[config.mk]
export PLATFORM = sky130hd
export DESIGN_NAME = quick_addsub_seq
export DESIGN_NICKNAME = d
export VERILOG_FILES = /design/src/rtl/qas_pkg.sv /design/src/rtl/qas_decode.sv /design/src/rtl/qas_script.sv /design/src/rtl/qas_addr.sv /design/src/rtl/quick_addsub_seq.sv
export SDC_FILE = /design/constraint.sdc
export NUM_CORES = 1
export LEC_CHECK = 0
export BUFFER_PORTS_ARGS = -buffer_cell sky130_fd_sc_hd__buf_4
export CORE_MARGIN = 2
export CORE_UTILIZATION = 40
export DETAILED_ROUTE_END_ITERATION = 10
export GPL_ROUTABILITY_DRIVEN = 1
export PLACE_DENSITY = 0.76
export SYNTH_ARGS = -nofsm -noshare
export SYNTH_HDL_FRONTEND = slang
export SYNTH_SLANG_ARGS = --single-unit
[constraint.sdc]
create_clock -name clk_i -period 2.7 [get_ports clk_i]
set_input_delay 0.54 -clock clk_i [delete_from_list [all_inputs] [get_ports clk_i]]
set_output_delay 0.54 -clock clk_i [all_outputs]
set_load 0.02 [all_outputs]
[src/rtl/qas_pkg.sv]
package qas_pkg;
  localparam int OP_W = 16;

  typedef enum logic [1:0] {
    BUS_IDLE  = 2'd0,
    BUS_READ  = 2'd1,
    BUS_WRITE = 2'd2,
    BUS_PREF  = 2'd3
  } bus_cmd_e;

  typedef enum logic [1:0] {
    SC_REG_SHORT,
    SC_REG_LONG,
    SC_MEM_SHORT,
    SC_MEM_LONG
  } script_e;

  typedef struct packed {
    bus_cmd_e cmd;
    logic     hi_off;
    logic     go;
    logic     last;
  } step_t;
endpackage

[src/rtl/qas_decode.sv]
module qas_decode
  import qas_pkg::*;
(
  input  logic [OP_W-1:0] op_i,
  output logic            legal_o,
  output script_e         script_o,
  output logic            postinc_o,
  output logic [2:0]      inc_amt_o,
  output logic            sub_o,
  output logic [1:0]      size_o,
  output logic [3:0]      imm_o,
  output logic [2:0]      reg_o
);
  logic [2:0] mode;
  logic [1:0] size;

  assign mode   = op_i[5:3];
  assign size   = op_i[7:6];
  assign sub_o  = op_i[8];
  assign size_o = size;
  assign reg_o  = op_i[2:0];
  assign imm_o  = (op_i[11:9] == 3'd0) ? 4'd8 : {1'b0, op_i[11:9]};

  assign legal_o   = (op_i[15:12] == 4'h5) && (size != 2'd3) && (mode <= 3'd3);
  assign postinc_o = (mode == 3'd3);

  always_comb begin
    unique case (size)
      2'd0:    inc_amt_o = 3'd1;
      2'd1:    inc_amt_o = 3'd2;
      default: inc_amt_o = 3'd4;
    endcase
  end

  always_comb begin
    if (mode == 3'd0 && size != 2'd2)  script_o = SC_REG_SHORT;
    else if (mode <= 3'd1)             script_o = SC_REG_LONG;
    else if (size != 2'd2)             script_o = SC_MEM_SHORT;
    else                               script_o = SC_MEM_LONG;
  end
endmodule

[src/rtl/qas_script.sv]
module qas_script
  import qas_pkg::*;
#(
  parameter int STEP_W = 3
) (
  input  script_e           script_i,
  input  logic [STEP_W-1:0] idx_i,
  output step_t             step_o
);
  always_comb begin
    step_o = '{cmd: BUS_IDLE, hi_off: 1'b0, go: 1'b0, last: 1'b1};
    unique case (script_i)
      SC_REG_SHORT: step_o = '{cmd: BUS_PREF, hi_off: 1'b0, go: 1'b1, last: 1'b1};
      SC_REG_LONG: begin
        case (idx_i)
          'd0:     step_o = '{cmd: BUS_PREF, hi_off: 1'b0, go: 1'b1, last: 1'b0};
          'd1:     step_o = '{cmd: BUS_IDLE, hi_off: 1'b0, go: 1'b0, last: 1'b0};
          default: step_o = '{cmd: BUS_IDLE, hi_off: 1'b0, go: 1'b0, last: 1'b1};
        endcase
      end
      SC_MEM_SHORT: begin
        case (idx_i)
          'd0:     step_o = '{cmd: BUS_READ,  hi_off: 1'b0, go: 1'b0, last: 1'b0};
          'd1:     step_o = '{cmd: BUS_PREF,  hi_off: 1'b0, go: 1'b1, last: 1'b0};
          default: step_o = '{cmd: BUS_WRITE, hi_off: 1'b0, go: 1'b0, last: 1'b1};
        endcase
      end
      SC_MEM_LONG: begin
        // high word lives at A, low word at A+2; writes go low first
        case (idx_i)
          'd0:     step_o = '{cmd: BUS_READ,  hi_off: 1'b0, go: 1'b0, last: 1'b0};
          'd1:     step_o = '{cmd: BUS_READ,  hi_off: 1'b1, go: 1'b0, last: 1'b0};
          'd2:     step_o = '{cmd: BUS_PREF,  hi_off: 1'b0, go: 1'b1, last: 1'b0};
          'd3:     step_o = '{cmd: BUS_WRITE, hi_off: 1'b1, go: 1'b0, last: 1'b0};
          default: step_o = '{cmd: BUS_WRITE, hi_off: 1'b0, go: 1'b0, last: 1'b1};
        endcase
      end
      default: ;
    endcase
  end
endmodule

[src/rtl/qas_addr.sv]
module qas_addr
  import qas_pkg::*;
#(
  parameter int ADDR_W = 24
) (
  input  bus_cmd_e          cmd_i,
  input  logic              hi_off_i,
  input  logic [ADDR_W-1:0] base_i,
  output logic [ADDR_W-1:0] addr_o
);
  localparam logic [ADDR_W-1:0] WORD_STEP = ADDR_W'(2);

  always_comb begin
    if (cmd_i == BUS_READ || cmd_i == BUS_WRITE)
      addr_o = hi_off_i ? base_i + WORD_STEP : base_i;
    else
      addr_o = '0;
  end
endmodule

[src/rtl/quick_addsub_seq.sv]
module quick_addsub_seq
  import qas_pkg::*;
#(
  parameter int ADDR_W    = 24,
  parameter int MAX_STEPS = 5
) (
  input  logic              clk_i,
  input  logic              rst_ni,
  input  logic              op_valid_i,
  input  logic [15:0]       op_i,
  output logic              ready_o,
  input  logic [ADDR_W-1:0] an_val_i,
  output logic [2:0]        an_idx_o,
  output logic [1:0]        bus_cmd_o,
  output logic [ADDR_W-1:0] bus_addr_o,
  output logic              alu_go_o,
  output logic              alu_sub_o,
  output logic [1:0]        alu_size_o,
  output logic [3:0]        alu_imm_o,
  output logic              inc_o,
  output logic [2:0]        inc_amt_o,
  output logic              done_o,
  output logic              illegal_o
);
  localparam int STEP_W = (MAX_STEPS > 1) ? $clog2(MAX_STEPS) : 1;

  typedef enum logic [1:0] {ST_IDLE, ST_RUN, ST_DONE, ST_ILL} state_e;

  state_e            state_q;
  logic [OP_W-1:0]   op_q;
  logic [STEP_W-1:0] step_q;

  logic [OP_W-1:0] dec_op;
  logic            dec_legal, dec_postinc, dec_sub;
  script_e         dec_script;
  logic [2:0]      dec_amt, dec_reg;
  logic [1:0]      dec_size;
  logic [3:0]      dec_imm;
  step_t           cur_step;
  bus_cmd_e        cmd;
  logic            accept;

  assign accept = op_valid_i && (state_q == ST_IDLE);
  assign dec_op = (state_q == ST_IDLE) ? op_i : op_q;

  qas_decode u_dec (
    .op_i      (dec_op),
    .legal_o   (dec_legal),
    .script_o  (dec_script),
    .postinc_o (dec_postinc),
    .inc_amt_o (dec_amt),
    .sub_o     (dec_sub),
    .size_o    (dec_size),
    .imm_o     (dec_imm),
    .reg_o     (dec_reg)
  );

  qas_script #(.STEP_W(STEP_W)) u_script (
    .script_i (dec_script),
    .idx_i    (step_q),
    .step_o   (cur_step)
  );

  assign cmd = (state_q == ST_RUN) ? cur_step.cmd : BUS_IDLE;

  qas_addr #(.ADDR_W(ADDR_W)) u_addr (
    .cmd_i    (cmd),
    .hi_off_i (cur_step.hi_off),
    .base_i   (an_val_i),
    .addr_o   (bus_addr_o)
  );

  always_ff @(posedge clk_i or negedge rst_ni) begin
    if (!rst_ni) begin
      state_q <= ST_IDLE;
      op_q    <= '0;
      step_q  <= '0;
    end else begin
      unique case (state_q)
        ST_IDLE: if (accept) begin
          op_q    <= op_i;
          step_q  <= '0;
          state_q <= dec_legal ? ST_RUN : ST_ILL;
        end
        ST_RUN: begin
          if (cur_step.last) state_q <= ST_DONE;
          else               step_q  <= step_q + 1'b1;
        end
        default: state_q <= ST_IDLE;
      endcase
    end
  end

  assign ready_o    = (state_q == ST_IDLE);
  assign bus_cmd_o  = cmd;
  assign alu_go_o   = (state_q == ST_RUN) && cur_step.go;
  assign done_o     = (state_q == ST_DONE);
  assign illegal_o  = (state_q == ST_ILL);
  assign inc_o      = done_o && dec_postinc;
  assign inc_amt_o  = inc_o ? dec_amt : 3'd0;
  assign alu_sub_o  = dec_sub;
  assign alu_size_o = dec_size;
  assign alu_imm_o  = dec_imm;
  assign an_idx_o   = op_q[2:0];


  accept_busy_chk: assert property (@(posedge clk_i) disable iff (!rst_ni)
    (ready_o && op_valid_i) |=> !ready_o);

  done_then_ready_chk: assert property (@(posedge clk_i) disable iff (!rst_ni)
    done_o |=> ready_o);

  illegal_quiet_chk: assert property (@(posedge clk_i) disable iff (!rst_ni)
    illegal_o |-> (bus_cmd_o == BUS_IDLE) && !done_o && !alu_go_o);

  illegal_ready_chk: assert property (@(posedge clk_i) disable iff (!rst_ni)
    illegal_o |=> ready_o);

  inc_amt_chk: assert property (@(posedge clk_i) disable iff (!rst_ni)
    inc_o |-> done_o && $onehot(inc_amt_o));

  go_on_pref_chk: assert property (@(posedge clk_i) disable iff (!rst_ni)
    alu_go_o |-> (bus_cmd_o == BUS_PREF));

  write_follows_chk: assert property (@(posedge clk_i) disable iff (!rst_ni)
    (bus_cmd_o == BUS_WRITE) |-> !$past(ready_o));

  addr_quiet_chk: assert property (@(posedge clk_i) disable iff (!rst_ni)
    (bus_cmd_o == BUS_IDLE || bus_cmd_o == BUS_PREF) |-> (bus_addr_o == '0));
endmodule

### Yosys cells after proc, flatten, opt, wreduce, memory -nomap -nowiden

Index checks and enable logic that the tools add are counted.

| operators by class | value |
|---|---|
| equality and inequality tests | 19 |
| $lt $le $gt $ge | 2 |
| reductions and logical operators | 17 |
| multiplexer cells | 21 |
| add/sub/neg operators | 2 |

Operators by type and width:

| kind | count |
|---|---|
| 24-bit 2-to-1 mux | 2 |
| 5-bit one-hot mux with 4 select lines | 2 |
| 24-bit by 2-bit adder with 24-bit output (second input constant) | 1 |
| 5-bit one-hot mux with 2 select lines | 2 |
| 16-bit 2-to-1 mux | 1 |
| 2-bit 2-to-1 mux | 6 |
| 3-bit one-hot mux with 2 select lines | 2 |
| 2-bit equality test (second input constant) | 5 |
| 3-bit by 2-bit equality test with 1-bit output (second input constant) | 3 |
| 3-bit logical NOT | 3 |
| 3-bit 2-to-1 mux | 3 |
| 2-bit by 1-bit equality test with 1-bit output (second input constant) | 4 |
| 2-bit != test (second input constant) | 4 |
| 1-bit logical AND | 6 |
| 2-bit logical NOT | 3 |
| 4-bit by 3-bit equality test with 1-bit output (second input constant) | 1 |
| 4-bit 2-to-1 mux | 1 |
| 2-bit one-hot mux with 2 select lines | 1 |
| 2-bit AND reduction | 2 |
| 3-bit by 1-bit adder with 3-bit output (second input constant) | 1 |
| 3-bit by 1-bit equality test with 1-bit output (second input constant) | 1 |
| 3-bit by 1-bit <= comparator with 1-bit output (second input constant) | 1 |
| 3-bit by 2-bit <= comparator with 1-bit output (second input constant) | 1 |
| 3-bit AND reduction | 1 |
| other kinds (4) | 4 |

| storage, ports and cells | value |
|---|---|
| bits in registers | 21 |
| word-level logic and storage cells | 64 |
| input bits | 43 |

### Logic depth before layout (Yosys ltp)

Gate-level depths: netlist (run 1).

| depth | value |
|---|---|
| word-level depth | 12 |
| depth in mapped cells | 7 |

### Cells and area by module

A second synthesis (run 1) with hierarchy kept.

| second synthesis, totals | value |
|---|---|
| cells, all modules | 227 |
| area total of the unflattened synthesis | 2069.5 um2 |

Modules (own cells, without submodules):

| module | instances | area each (um2) | cells each | seq. area each (um2) |
|---|---|---|---|---|
| quick_addsub_seq | 1 | 1209.9 | 89 | 525.5 |
| qas_addr | 1 | 605.6 | 99 | 0.0 |
| qas_script | 1 | 128.9 | 17 | 0.0 |
| qas_decode | 1 | 125.1 | 22 | 0.0 |

### Least setup slack after synthesis (run 1)

OpenSTA, ideal clock, no wires.

| timing path | value |
|---|---|
| path type | in2out |
| from | input op_i[6] |
| to | output bus_addr_o[23] |
| slack | -0.332 ns |
| data arrival time | 2.492 ns |
| required time | 2.160 ns |
| cell stages on the path | 5 |
| cells stage by stage | or4b_4 -> o32a_1 -> or4b_1 -> or3_1 -> a21oi_1 |

| between the ends | value |
|---|---|
| cells in the longest elaborated chain, start to end | 11 |

Ends and longest elaborated chain:

| what | line | text |
|---|---|---|
| start, declared | quick_addsub_seq.sv:10 | `input logic [15:0] op_i,` |
| 16-bit 2-to-1 mux (*) | quick_addsub_seq.sv:44 | `assign dec_op = (state_q == ST_IDLE) ? op_i : op_q;` |
| 2-bit != test (*) | qas_decode.sv:36, qas_decode.sv:38 |  |
| 1-bit 2-to-1 mux | qas_decode.sv:38 | `else if (size != 2'd2) script_o = SC_MEM_SHORT;` |
| 2-bit 2-to-1 mux | qas_decode.sv:37 | `else if (mode <= 3'd1) script_o = SC_REG_LONG;` |
| 2-bit 2-to-1 mux (*) | qas_decode.sv:36 | `if (mode == 3'd0 && size != 2'd2) script_o = SC_REG_SHORT;` |
| 2-bit equality test (tied with other cells) | qas_script.sv:12 | `unique case (script_i)` |
| 5-bit one-hot mux with 4 select lines (*) | qas_script.sv:12 |  |
| 2-bit 2-to-1 mux | quick_addsub_seq.sv:64 | `assign cmd = (state_q == ST_RUN) ? cur_step.cmd : BUS_IDLE;` |
| 2-bit by 1-bit equality test with 1-bit output / 2-bit equality test (equally long branches) | qas_addr.sv:14 | `if (cmd_i == BUS_READ \|\| cmd_i == BUS_WRITE)` |
| 1-bit logical OR | qas_addr.sv:14 |  |
| 24-bit 2-to-1 mux (*) | qas_addr.sv:14 |  |
| end, declared | quick_addsub_seq.sv:15 | `output logic [ADDR_W-1:0] bus_addr_o,` |

Mark *: on every way between the ends. The rest lies on a longest branch, timed or not.

### Worst setup path after layout (run 1)

| timing path | value |
|---|---|
| from | register state_q[0] |
| to | output bus_addr_o[23] |

| between the ends | value |
|---|---|
| cells in the longest elaborated chain, start to end | 12 |

Ends and longest elaborated chain:

| what | line | text |
|---|---|---|
| start, declared | quick_addsub_seq.sv:29 | `state_e state_q;` |
| start signal, assigned | quick_addsub_seq.sv:83 | `state_q <= dec_legal ? ST_RUN : ST_ILL;` |
| branches (longest 11 deep; another with 3-bit by 1-bit <= comparator with 1-bit output) | - |  |
| 24-bit 2-to-1 mux (*) | qas_addr.sv:14 |  |

Every way passes the cells marked *.

==> results of run 1 <==
==> through the flow <==
step | power (uW) | TNS, ps | util | worst slack [ps]
6_report | 3410 | -4880 | 0.848 | -358
5_1_grt | 3560 | -6600 | 0.848 | -400
4_1_cts | 2660 | -4050 | 0.701 | -321
3_5_place_dp | 2270 | -4430 | 0.642 | -326
3_3_place_gp | 2230 | -4700 | 0.642 | -334
2_1_floorplan | 1600 | -142 | - | -142
==> power breakdown <==
group          switching, uW  total, uW  leakage [uW]  internal, uW
clock network           90.8        193     0.0000255           103
logic                   1420       2750       0.00130          1330
registers               93.8        471      0.000205           377
total                   1600       3410       0.00153          1810
==> synthesized netlist by cell type (all sizes together) (2+ instances only) <==
cell and number:
ha 6, mux2i 4, mux2 20, o21ba 2
nor4 9, o21ai 6, or3 2, nor3 11
nor2b 4, dfrtp 17, nand3 8, nand4 4
nand2 16, nand2b 3, or2 2, a21oi 6
or4b 2, nor2 27, xnor2 19, clkbuf 9
nor3b 2, and4 4, a21o 2, inv 6
buf 4, nor4b 3
==> sequential cells by signal (all words and copies together) (netlist names) <==
register,flops
state_q,2
op_q,12
step_q,3
==> area by class of cell <==
cell class              count  area, um2
clock inverters             1       5.00
fillers                   212        623
well taps                  50       62.6
multi-input cells         177       1720
clock buffers               3       41.3
flip-flops and latches     17        427
repair buffers            130       1180
inverters                   6       22.5
==> critical path: cells and delay by family (launching register included) <==
kind / cells / cell delay [ps]
compound gates: 2 / 350
simple gates: 3 / 1390
buf+inv: 1 / 130
flops: 1 / 390
==> routing by layer <==
layer,vias to the layer above,part of all wire,GRT usage
li1,1009,-,-
met1,1107,0.38,0.295
met2,133,0.53,0.389
met3,33,0.051,0.0189
met4,0,0.044,0.0598
met5,-,0,0
==> logic make-up (layout without fill, tap and decap cells) <==
logic type / count (synthesis) / count (layout) / share of synthesized area
AO/OA/AOI/OAI: 27 / 27 / 0.105
XOR/XNOR: 20 / 20 / 0.101
adder cells (fa/ha/maj): 6 / 6 / 0.0433
buffers and inverters: 19 / 140 / 0.0476
flip-flops: 17 / 17 / 0.245
multiplexers: 24 / 24 / 0.153
AND/OR/NAND/NOR: 100 / 100 / 0.305
==> timing repair <==
item                                    4_1_cts  5_1_grt
hold buffers                                  0        0
resized for setup                            25      114
gates cloned                                  3        2
setup buffers                                 4       12
pin swaps                                    11       36
endpoints found under the setup margin       27       30
==> path summary, 6_finish.rpt <==
path / end / slack, ps
worst max-delay path: bus_addr_o[23] / -360
worst max register to register: step_q[1]$_DFFE_PN0P_ / 210
max in group asynchronous: step_q[0]$_DFFE_PN0P_ / 2360
worst min register to register: op_q[2]$_DFFE_PN0P_ / 510
min in group clk_i: op_q[2]$_DFFE_PN0P_ / 510
worst min-delay path: op_q[10]$_DFFE_PN0P_ / 140
==> metrics.md, run 1 <==
| Metric | Value |
|---|---|
| Max clock buf depth | `2` |
| IO Port Bufs | `86` |
| FFs w/ async S/R, synth | `1.00` |
| Most frequent CP cell | `or4b_4` |
| Layout cell share with drive strength beyond 1 | `0.665` |
| Final WS setup | `-358 ps` |
| Top cells by area, synth | `dfrtp_1, mux2_2, xnor2_1` |
| Final setup viols | `27` |
| Core area | `around 4100 um2` |
| Largest stage delay on the critical path | `roughly 530 ps` |
| Worst hold margin | `about 140 ps` |
| Global-route wire length before repair | `just over 9 mm` |
| Yosys warnings | `0` |
| Iter 0 DRT Violations | `approximately 140` |
| DRC viols | `0` |
| Max-capacitance violation count | `0` |
| Critical Path Fanout Max | `2` |
| Worst EP required | `2160 ps` |
| CP startpoint kind | `flop` |
| Commonest non-fill, non-tap cells in the layout | `buf_4, buf_6, nor2_4` |
| Die extent in x | `approximately 70 um` |
| CP max-delay cell | `or4b_4` |
| Period Utilization, post-route | `1.13` |
| Largest net degree at the start of global routing | `18` |
| DR WL/cell | `about 20 um` |
| Clk slew on worst S/H paths | `~70 ps` |
| DRT Wirelength | `approximately 7.8 mm` |
| GRT Resource Usage Total | `0.223` |
| RSZ-0062 raised after global routing | `yes` |
| Clock Tree Root | `clkbuf_8` |
| Mapped Nets | `approximately 260` |
| Hpwl dp | `between 3 and 4 mm` |
| Pins Over Slew Limit | `0` |
| Sequential area share after synthesis | `0.245` |
| HP Class | `input pin to asynchronous set/reset pin` |
| Netlist cell types | `44` |
| Number of flops mapped to enable cells by yosys | `0` |
| Setup CP Type | `flop to primary output` |
| Post-route minimum period | `about 3100 ps` |
| Failing checks | `negative setup slack` |
| Worst Path Arrival | `2520 ps` |
| Worst setup startpoint | `state_q[0]$_DFFE_PN0P_` |
| Finished Layout Cells | `around 380` |
| Drt pass-1 iters | `4` |
| Pwr/cell area | `985 nW/um2` |
| Vias | `roughly 2.3k` |
| Residual overflow from global routing | `0` |
| VDD IR max | `0.733 mV` |
| CTS Buf Count | `3` |
| Initial antenna violation count | `0` |
| CTS sink cnt | `17` |
| Vias/cell | `5.94` |
| Initial core utilization | `0.424` |
| Die height | `roughly 70 um` |
| Cell taking the most area after synthesis | `dfrtp_1` |
| Post-Route Skew | `3.94 ps` |
| Fin nets | `~380` |
| CP cell instances | `or4b_4 > o32a_1 > or4b_4 > or3_4 > a21oi_4 > buf_6` |
| Area share of the largest cell type after synthesis | `0.245` |
| Crit. End Element | `primary output` |
| CTS tree | `built` |
| Vias in the first global route | `around 2.0k` |
| Slew @ Worst Pin | `~630 ps` |
| Outcome | `complete, but fails checks` |
| Worst reg-to-reg path cell count | `11` |
| Worst r2r src | `state_q[0]$_DFFE_PN0P_` |
| Peak Freq | `between 300 and 400 MHz` |
| Number of diodes | `0` |
| IO Pins | `87` |
| Flops & latches, synth | `17` |
| Placer Congestion | `0.859` |
| Area Overhead vs Synth | `99.7%` |
| Synthesized instance count | `between 200 and 250` |
| Mapped cell area | `1730 um2` |
| H-tree depth | `1` |
| Syn_area_per_cell | `roughly 8.1 um2` |
| Design area | `between 3000 and 4000 um2` |
| LEAKAGE | `roughly 0.0015 uW` |
| Worst slew slack as a fraction of its limit | `0.581` |
| Die Area | `just under 5000 um2` |
| Final Hold Viols | `0` |
| Antenna Violating Nets Remaining | `0` |
| Placed insts | `between 300 and 400` |
| Leading register cell type out of synthesis | `dfrtp_1` |
| Placement Cell Area | `2620 um2` |
| Core Rows | `23` |
| Most common cell after layout, fill and taps aside | `buf_4` |
| Worst skew pair latency | `~260 ps` |
Power figures use the tool's default switching activity.
==> run 2: changes to the inputs <==
Settings changed: CTS_BUF_LIST from default to sky130_fd_sc_hd__clkbuf_4 sky130_fd_sc_hd__clkbuf_8, RECOVER_POWER from default to 25.
==> metrics.md, run 2 (synthesis gave the netlist of run 1 again) <==
| Metric | Value |
|---|---|
| Worst reg-to-reg path cell count | `11` |
| LEAKAGE | `around 0.0015 uW` |
| R2R setup slack | `200 ps` |
| Clock Power Share | `0.057` |
| Largest regs | `op_q x12, step_q x3, state_q x2` |
| Post-Route Skew | `3.85 ps` |
| Worst R2R End | `step_q[1]$_DFFE_PN0P_` |
| Drt pass-1 iters | `4` |
| Layout cell share with drive strength beyond 1 | `0.662` |
| CTS Buf Count | `3` |
| Post-place setup slack | `-326 ps` |
| Vias/cell | `5.94` |
| Area Overhead vs Synth | `99.5%` |
| Worst EP required | `between 2000 and 2500 ps` |
| Pins Over Slew Limit | `0` |
| Max-capacitance violation count | `0` |
| Critical path's top delay family | `simple AND/OR/NAND/NOR gates` |
| WP buf/inv | `1` |
| VDD IR max | `~0.74 mV` |
| Core area | `4090 um2` |
| Core Rows | `23` |
| Clock Tree Root | `clkbuf_8` |
| H-tree depth | `1` |
| Die height | `roughly 70 um` |
| Iter 0 DRT Violations | `between 100 and 150` |
| RSZ-0062 raised after global routing | `yes` |
| Sw Share | `0.470` |
| Critical path depth | `6` |
| Setup CP Type | `flop to primary output` |
| DR WL/cell | `~20 um` |
| Final WS setup | `-359 ps` |
| Fin nets | `between 300 and 400` |
| Final Hold Viols | `0` |
| Die Area | `slightly below 5000 um2` |
| Post-Route Setup TNS | `-4910 ps` |
| Worst Path Arrival | `roughly 2500 ps` |
| GRT Resource Usage Total | `0.223` |
| CP cell instances | `nor2b_1 > nand4_1 > or4b_4 > or3_4 > a21oi_4 > buf_6` |
| Period Utilization, post-route | `1.13` |
| Worst r2r src | `state_q[0]$_DFFE_PN0P_` |
| Max clock buf depth | `2` |
| IO Port Bufs | `86` |
| Residual overflow from global routing | `0` |
| Net Sw Power | `1600 uW` |
| Vias | `~2.3k` |
| CP max-delay cell | `or4b_4` |
| Commonest non-fill, non-tap cells in the layout | `buf_4, buf_6, nor2_4` |
| Max FFs per register | `12` |
| DRT Wirelength | `roughly 8 mm` |
| Final core area utilization | `0.847` |
| Largest stage delay on the critical path | `between 500 and 600 ps` |
| Comb power frac | `0.806` |
| Global-route wire length before repair | `approximately 9 mm` |
| Design area | `about 3500 um2` |
| Clk slew on worst S/H paths | `70 ps` |
| Initial core utilization | `0.424` |
| Outcome | `complete, but fails checks` |
| DRC viols | `0` |
| CP startpoint kind | `flop` |
| Hpwl dp | `3.99 mm` |
| Initial antenna violation count | `0` |
| Placer Congestion | `0.859` |
| Most common cell after layout, fill and taps aside | `buf_4` |
| Pwr/cell area | `approximately 990 nW/um2` |
| Failing checks | `negative setup slack` |
| Sequential fraction of design power | `0.138` |
| Antenna Violating Nets Remaining | `0` |
| Worst slew slack as a fraction of its limit | `0.377` |
| Worst skew pair latency | `between 200 and 300 ps` |
| Peak Freq | `around 330 MHz` |
| Critical Path Fanout Max | `6` |
| Placement Cell Area | `roughly 2600 um2` |
| Final setup viols | `27` |
| Die extent in x | `around 70 um` |
| Number of diodes | `0` |
| Pint | `1810 uW` |
| Vias in the first global route | `between 2k and 2.5k` |
| Crit. End Element | `primary output` |
| Reg with most FFs | `op_q` |
| Largest net degree at the start of global routing | `18` |
| IO Pins | `87` |
| HP Class | `input pin to asynchronous set/reset pin` |
| CTS tree | `built` |
| Post-route minimum period | `around 3000 ps` |
| CTS sink cnt | `17` |
| Slew @ Worst Pin | `just over 900 ps` |
run 2: per-stage QoR:
step,power [uW],instances,hold slack [ps]
global placement,2230,360,413
finish,3410,384,399
CTS,2660,371,144
global route,3560,384,495
detailed placement,2270,360,419
floorplan,1600,213,244
run 2: final cells by class:
| class | instances | area, um2 |
|---|---|---|
| clock buffers | 3 | 41.3 |
| clock inverters | 1 | 5.00 |
| fillers | 211 | 627 |
| inverters | 6 | 22.5 |
| multi-input cells | 177 | 1720 |
| flip-flops and latches | 17 | 427 |
| well taps | 50 | 62.6 |
| repair buffers | 130 | 1180 |
run 2: per-layer routing:
metal  wire (um)  track usage  vias up
met1        2960        0.295     1109
met3         410       0.0189       29
met2        4140        0.389      134
met5           0            0        -
met4         324       0.0598        0
li1            -            -     1009
run 2: power groups by stage:
| stage | Combinational (uW) | Sequential (uW) | Clock, uW |
|---|---|---|---|
| 3_5_place_dp | 1810 | 462 | 0 |
| 5_1_grt | 2870 | 482 | 208 |
| 6_report | 2750 | 470 | 193 |
| 2_1_floorplan | 1160 | 439 | 0 |
| 3_3_place_gp | 1780 | 456 | 0 |
| 4_1_cts | 2010 | 456 | 195 |
run 2: how the worst max path moves through the flow:
stage / startpoint / end / slack, ps
finish: step_q[0]$_DFFE_PN0P_ / bus_addr_o[23] / -360
global route: step_q[0]$_DFFE_PN0P_ / bus_addr_o[23] / -400
CTS: state_q[0]$_DFFE_PN0P_ / bus_addr_o[23] / -320
detailed placement: op_i[6] / bus_addr_o[23] / -330
global placement: op_i[6] / bus_addr_o[23] / -330
floorplan: an_val_i[1] / bus_addr_o[23] / -140
run 2: worst reg2reg max path, stage by stage (launching register included):
cell      delay [ps]
dfrtp_1          390
buf_4            140
buf_4            140
nor2_4           110
buf_6            120
buf_12           110
mux2i_1           70
buf_4            170
buf_4            150
o211ai_1         310
a21o_1           300
mux2_2           370
run 2: what timing repair did:
| item | in CTS | in global routing |
|---|---|---|
| gates cloned | 3 | 2 |
| endpoints found under the setup margin | 27 | 30 |
| hold buffers | 0 | 0 |
| setup buffers | 4 | 12 |
| resized for setup | 25 | 114 |
| pin swaps | 11 | 36 |
==> run 3: changes to the inputs <==
==> constraint.sdc (replaced) <==
create_clock -name clk_i -period 2.7 [get_ports clk_i]
set_input_delay 0.54 -clock clk_i [delete_from_list [all_inputs] [get_ports clk_i]]
set_output_delay 0.54 -clock clk_i [all_outputs]
set_load 0.1 [all_outputs]
==> metrics.md, run 3 (synthesis gave the netlist of run 1 again) <==
| Metric | Value |
|---|---|
| Core area | `between 4000 and 5000 um2` |
| Clock Tree Root | `clkbuf_8` |
| Core Rows | `23` |
| Initial antenna violation count | `0` |
| IO Pins | `between 80 and 90` |
| Vias | `2359` |
| Post-route minimum period | `~3300 ps` |
| VDD IR max | `1.33 mV` |
| Final Hold Viols | `0` |
| Worst slew slack as a fraction of its limit | `0.370` |
| Worst r2r src | `state_q[0]$_DFFE_PN0P_` |
| Hold-fix buffers, CTS | `0` |
| Layout cell share with drive strength beyond 1 | `0.692` |
| Worst Path Arrival | `2710 ps` |
| Placer Congestion | `~0.84` |
| Vias in the first global route | `2231` |
| Reg with most FFs | `op_q` |
| Largest regs | `op_q x12, step_q x3, state_q x2` |
| Worst reg-to-reg path cell count | `11` |
| Final setup viols | `37` |
| Die extent in x | `around 70 um` |
| Post-place setup slack | `-473 ps` |
| Hpwl dp | `about 4.4 mm` |
| Most common cell after layout, fill and taps aside | `buf_4` |
| Critical Path Fanout Max | `22` |
| Routing usage on met3 | `0.0291` |
| Worst R2R End | `step_q[1]$_DFFE_PN0P_` |
| Max FFs per register | `12` |
| Vias/cell | `about 6` |
| Fin nets | `~380` |
| Iter 0 DRT Violations | `~230` |
| CP startpoint kind | `flop` |
| DRT Wirelength | `9.22 mm` |
| Failing checks | `negative setup slack` |
| R2R setup slack | `220 ps` |
| Final WS setup | `-552 ps` |
| Worst skew pair latency | `roughly 260 ps` |
| DRC viols | `0` |
| Peak Freq | `307 MHz` |
| RSZ-0062 raised after global routing | `yes` |
| Worst EP required | `between 2000 and 2500 ps` |
| Post-Route Skew | `2.47 ps` |
| Die height | `between 60 and 70 um` |
| Pwr/cell area | `roughly 1400 nW/um2` |
| Outcome | `complete, but fails checks` |
| Commonest non-fill, non-tap cells in the layout | `buf_4, buf_12, nor2_4` |
| Die Area | `~4900 um2` |
| Grt met2 use | `0.498` |
| Period Utilization, post-route | `1.20` |
| Slew @ Worst Pin | `roughly 950 ps` |
| Post-Route Setup TNS | `-8300 ps` |
| IO Port Bufs | `between 80 and 90` |
| Residual overflow from global routing | `0` |
| Crit. End Element | `primary output` |
| Global-route wire length before repair | `10.7 mm` |
| Setup CP Type | `flop to primary output` |
| DR WL/cell | `24.0 um` |
| CTS sink cnt | `17` |
| GR Util met1 | `0.323` |
| Max-capacitance violation count | `0` |
| LEAKAGE | `around 0.0016 uW` |
| H-tree depth | `1` |
| Initial core utilization | `0.424` |
| Gr busiest metal | `met2` |
| Pins Over Slew Limit | `0` |
| Max clock buf depth | `2` |
| Largest net degree at the start of global routing | `23` |
| Clk slew on worst S/H paths | `80 ps` |
| Area Overhead vs Synth | `124%` |
| Drt pass-1 iters | `4` |
| Antenna Violating Nets Remaining | `0` |
| GRT Resource Usage Total | `0.267` |
| Worst hold margin | `between 400 and 500 ps` |
| CTS tree | `built` |
| HP Class | `input pin to asynchronous set/reset pin` |
| CTS Buf Count | `3` |
| Number of diodes | `0` |
## run 3: timing repair
action,in CTS,in global routing
pin swaps,1,10
setup buffers,2,9
gates cloned,0,1
gates resized for setup,96,54
setup endpoints to repair,27,28
## run 3: worst max path at each step
| stage | startpoint | to | slack [ps] | depth (start not counted) |
|---|---|---|---|---|
| after floorplan | op_i[6] | bus_addr_o[12] | -510 | 4 |
| after global routing | state_q[0]$_DFFE_PN0P_ | bus_addr_o[12] | -610 | 6 |
| final | state_q[0]$_DFFE_PN0P_ | bus_addr_o[12] | -550 | 6 |
| after CTS | state_q[0]$_DFFE_PN0P_ | bus_addr_o[23] | -420 | 6 |
| after global placement | op_i[6] | bus_addr_o[23] | -480 | 7 |
| after detailed placement | op_i[6] | bus_addr_o[23] | -470 | 7 |
## run 3: worst max-delay path, stage by stage (launching register included)
cell and delay (ps):
dfrtp_2 410, or4b_4 540, o32a_1 230, buf_8 220, or4_1 580, a21oi_2 230, buf_8 230
## run 3: final cells by class
cell class | count | area [um2]
inverters | 6 | 22.5
flip-flops and latches | 17 | 428
repair buffers | 130 | 1450
well taps | 50 | 62.6
clock buffers | 3 | 41.3
clock inverters | 1 | 5.00
multi-input cells | 177 | 1880
fillers | 105 | 201
## run 3: routing by layer
metal | vias up | share of wire
met2 | 141 | 0.53
met4 | 0 | 0.045
li1 | 1015 | -
met5 | - | 0
met3 | 37 | 0.055
met1 | 1166 | 0.37
## run 3: report_power, final
part           switching (uW)  internal, uW
Sequential               97.6           378
Combinational            3010          1610
Clock                     101           103
## run 3: per-stage QoR
step	utilization	power [uW]	cells	instance area, um2
4_1_cts	0.863	4680	374	3520
5_1_grt	0.951	5410	384	3880
3_3_place_gp	0.744	4000	368	3040
2_1_floorplan	-	3380	213	2180
6_report	0.951	5300	384	3880
3_5_place_dp	0.744	4050	368	3040
